File: src/rtl/i2c_pin_recovery_mux.sv
module i2c_pin_recovery_mux #(
  parameter int SYNC_STAGES = 2,
  parameter logic [1:0] LATCH_INIT = 2'b11
) (
  input  logic       clk,
  input  logic       rst_n,
  input  logic       wr_en,
  input  logic       wr_sel,
  input  logic [1:0] wr_data,
  input  logic [1:0] set_bits,
  input  logic [1:0] clr_bits,
  input  logic [1:0] eng_pull_low,
  input  logic [1:0] pad_in,
  output logic [1:0] pad_pull_low,
  output logic [1:0] pin_level
);
  localparam int LAST = SYNC_STAGES - 1;

  logic       gpio_mode;
  logic [1:0] dir_out;
  logic [1:0] out_latch;
  logic [1:0] sync_q [SYNC_STAGES];

  always_ff @(posedge clk or negedge rst_n) begin
    if (!rst_n) begin
      gpio_mode <= 1'b0;
      dir_out   <= 2'b00;
    end else if (wr_en) begin
      if (wr_sel) dir_out   <= wr_data;
      else        gpio_mode <= wr_data[0];
    end
  end

  always_ff @(posedge clk or negedge rst_n) begin
    if (!rst_n) out_latch <= LATCH_INIT;
    else        out_latch <= (out_latch | set_bits) & ~clr_bits;
  end

  always_ff @(posedge clk or negedge rst_n) begin
    if (!rst_n) begin
      for (int s = 0; s < SYNC_STAGES; s++) sync_q[s] <= 2'b11;
    end else begin
      sync_q[0] <= pad_in;
      for (int s = 1; s < SYNC_STAGES; s++) sync_q[s] <= sync_q[s-1];
    end
  end

  assign pin_level    = sync_q[LAST];
  assign pad_pull_low = gpio_mode ? (dir_out & ~out_latch) : eng_pull_low;

  assert_set_R6: assert property (@(posedge clk) disable iff (!rst_n)
    1'b1 |=> ((out_latch & ($past(set_bits) & ~$past(clr_bits))) == ($past(set_bits) & ~$past(clr_bits))))
    else $error("latch bit not set");

  assert_clear_wins_R8: assert property (@(posedge clk) disable iff (!rst_n)
    1'b1 |=> ((out_latch & $past(clr_bits)) == 2'b00))
    else $error("latch bit not cleared");

  assert_hold_R7: assert property (@(posedge clk) disable iff (!rst_n)
    (set_bits == 2'b00 && clr_bits == 2'b00) |=> $stable(out_latch))
    else $error("latch changed without strobe");

  assert_func_write_R3: assert property (@(posedge clk) disable iff (!rst_n)
    (wr_en && !wr_sel) |=> (gpio_mode == $past(wr_data[0])))
    else $error("function bit not loaded");

  assert_released_input_R4: assert property (@(posedge clk) disable iff (!rst_n)
    gpio_mode |-> ((pad_pull_low & ~dir_out) == 2'b00))
    else $error("input pin pulled low");
endmodule

File: config.mk
export PLATFORM = sky130hd
export DESIGN_NAME = i2c_pin_recovery_mux
export DESIGN_NICKNAME = d
export VERILOG_FILES = /design/src/rtl/i2c_pin_recovery_mux.sv
export SDC_FILE = /design/constraint.sdc
export NUM_CORES = 1
export LEC_CHECK = 0
export BUFFER_PORTS_ARGS = -buffer_cell sky130_fd_sc_hd__clkbuf_2
export CORE_AREA = 3 3 40 42
export DETAILED_ROUTE_END_ITERATION = 10
export DIE_AREA = 0 0 43 45
export GPL_TIMING_DRIVEN = 0
export PLACE_DENSITY_LB_ADDON = 0.05
export RECOVER_POWER = 25
export SLEW_MARGIN = 20
export SYNTH_ARGS = -nofsm -noshare
export SYNTH_HDL_FRONTEND = slang
export SYNTH_SLANG_ARGS = --single-unit
File: constraint.sdc
create_clock -name clk -period 1 [get_ports clk]
set_input_delay 0 -clock clk [delete_from_list [all_inputs] [get_ports clk]]
set_output_delay 0 -clock clk [all_outputs]
set_load 0.005 [all_outputs]
==> metrics.md <==
| Metric | Value |
|---|---|
| Critical Path RT | `1.00 ns` |
| Vias/cell | `3.873` |
| Initial core utilization | `27.65%` |
| Area grow syn2layout | `61.62%` |
| Die area | `1935 sq um` |
| Unrepaired setup endpoints after global routing | `yes` |
| Final Hold Viols | `0` |
| Pins over their slew limit | `0` |
| Yosys top cell area share | `44.37%` |
| Initial antenna violation count | `0` |
| TritonCTS Buffers | `3` |
| GPL Wtd Cong | `0.7383` |
| Die H | `45 microns` |
| Reg-to-reg endpoint | `gpio_mode$_DFFE_PN0P_` |
| Sequential share of power | `51.8%` |
| Pre-CTS setup slack | `0.1989 ns` |
| Final setup fails | `2` |
| # IOs | `18` |
| GRT Total Usage | `7.439%` |
| CTS H-tree lvls | `1` |
| Worst Setup Path Type | `reg2out` |
| Vias | `275` |
| Maximum VDD drop | `0.0006184 V` |
| Comb power frac | `16.8%` |
| Worst r2r src | `gpio_mode$_DFFE_PN0P_` |
| Worst slew pin tran | `0.4338 ns` |
| Share of cells above drive strength 1 | `57.14%` |
| Worst setup EP type | `output port` |
| Critical path startpoint | `out_latch[1]$_DFF_PN1_` |
| Die width | `43 microns` |
| Row cnt | `13` |
| Commonest non-fill, non-tap cell in the layout | `clkbuf_2` |
| Rel. slew slack | `71.08%` |
| Layout Utilization | `44.69%` |
| GRT overflow | `0` |
| Largest area contributor in the netlist | `dfstp_2` |
| CTS clk-pin slew, worst paths | `0.06 ns` |
| I/O Buffers | `17` |
| # placed instances | `58` |
| Vias in the first global route | `283` |
| Routed Antenna Nets | `0` |
| Min cycle time layout | `1.044 ns` |
| PD cells | `1433 nW/um^2` |
| Non-Filler Instances | `71` |
| Max Fclk | `0.9580 GHz` |
| Met3 Use GR | `2.789%` |
| Area of the multi-input gates | `100.1 sq um` |
| Max Cap Viol | `0` |
| Clock Path Buffers | `2` |
| Startpoint types | `flop` |
| Setup ws final | `-0.04382 ns` |
| Initial DRC Count | `0` |
| Switching pwr | `0.1694 mW` |
| Synthesis Warnings | `0` |
| Placed inst area | `459.2 sq um` |
| TritonRoute pass-1 iters | `1` |
| Flop2flop setup slack | `0.19 ns` |
| Synthesized area per cell | `13.67 sq um` |
| Drt wl/cell | `8.690 microns` |
| Post-Synthesis Cells | `26` |
| Antenna diode count | `0` |
| Reg2reg path depth | `1` |
| Most frequent cells in the layout | `clkbuf_2, dlygate4sd3_1, dfstp_2` |
| Clk pwr share | `31.4%` |
| TNS Setup | `-0.07791 ns` |
| CTS root buffer | `clkbuf_4` |
| CP arrival | `1.04 ns` |
| Largest net degree at the start of global routing | `10` |
| Post-route cell area | `574.3 sq um` |
| Mapped Area | `355.3 sq um` |
| Total power | `0.8231 mW` |
| Busiest layer in global routing | `met2` |
| Synthesized flop and latch total | `9` |
| Layout Nets | `71` |
| Seq. cell area | `232.7 sq um` |
| Met2 GRT Util | `11.98%` |
| Met1 Use GR | `8.816%` |
| Tcrit/Tclk final | `104.4%` |
| CTS tree | `yes` |
| Area of the core | `1285 sq um` |
| Int Pwr | `0.6538 mW` |
| Drc violations | `0` |
| Sequential area share after synthesis | `65.49%` |
| First-pass GRT wire length | `1062 microns` |
| Switching share of power | `20.58%` |
| CTS sink cnt | `9` |
| Run status | `finished, violations left` |
| Syn nets | `40` |
| P_leak | `0.2836 nW` |
| Crit path max fanout | `2` |
| Fillers | `122` |
| Later-pin clock latency in the skew report | `0.24 ns` |
| Yosys cell types | `10` |
| CP endpoint | `pad_pull_low[1]` |
| Skew final | `0.00006523 ns` |
| Synth area leaders | `dfstp_2, dfrtp_1, mux2_4` |
| Failing checks | `negative setup slack` |
| Post-CTS Repair Setup Buffers | `0` |
| Hold/Removal Path Class | `in2reg` |
| Hold Slack | `0.1095 ns` |
| Final wirelength | `617 microns` |
-- synthesized netlist by cell type, drive strengths merged --
library cell	n
dfstp	6
nor2	4
dfrtp	3
mux2	3
buf	2
inv	2
nand3b	2
o21ai	2
nand2	1
nor2b	1
-- timing repair --
| action | 4_1_cts | 5_1_grt |
|---|---|---|
| endpoints found under the setup margin | 2 | 2 |
| hold buffers | 9 | 0 |
| hold endpoints to repair | 16 | 0 |
| gates resized for setup | 2 | 0 |
-- registers in the layout, summed over array words and instances (netlist names) --
name and flops:
pin_level 2, out_latch 2, dir_out 2, sync_q 2, gpio_mode 1
-- logic make-up after synthesis --
group           count (synthesis)  share of synthesized area [%]
flops                           9                          65.49
buf+inv                         4                          6.338
simple gates                    8                          12.68
mux                             3                          12.68
compound gates                  2                          2.817
-- layout make-up --
| cell class | instances | share of cell area (%) |
|---|---|---|
| plain buffers | 2 | 2.614 |
| clock buffers | 4 | 4.575 |
| inverters | 2 | 1.307 |
| multi-input cells | 13 | 17.43 |
| flip-flops and latches | 9 | 40.52 |
| well taps | 15 | 3.268 |
| repair buffers | 26 | 30.28 |
-- worst min-delay path by stage --
| stage | startpoint | end | slack, ns | cells after the start |
|---|---|---|---|---|
| final | wr_en | dir_out[1]$_DFFE_PN0P_ | 0.11 | 3 |
| after global routing | wr_en | dir_out[1]$_DFFE_PN0P_ | 0.11 | 3 |
| after CTS | wr_en | dir_out[1]$_DFFE_PN0P_ | 0.10 | 3 |
| after detailed placement | rst_n | dir_out[0]$_DFFE_PN0P_ | -0.14 | 1 |
| after global placement | rst_n | dir_out[0]$_DFFE_PN0P_ | -0.14 | 1 |
| after floorplan | rst_n | dir_out[0]$_DFFE_PN0P_ | -0.30 | 0 |
-- layer usage --
metal | vias to the layer above | wire (microns) | share of wire (%)
li1 | 144 | - | -
met1 | 117 | 267 | 43
met2 | 14 | 284 | 46
met5 | - | 0 | 0
met3 | 0 | 65 | 11
met4 | 0 | 0 | 0
-- worst max-delay path, stage by stage (launching register included) --
cell and delay, ns:
dfstp_2 0.53, nand3b_1 0.10, o21ai_1 0.07, clkbuf_2 0.11
-- power groups by stage --
| stage | registers, mW | clock network, mW | logic [mW] |
|---|---|---|---|
| 6_report | 0.426 | 0.259 | 0.138 |
| 5_1_grt | 0.431 | 0.288 | 0.153 |
| 4_1_cts | 0.428 | 0.272 | 0.142 |
| 3_5_place_dp | 0.433 | 0 | 0.112 |
| 3_3_place_gp | 0.430 | 0 | 0.110 |
| 2_1_floorplan | 0.425 | 0 | 0.0592 |
Note: power is estimated with default switching activity, not from simulation.
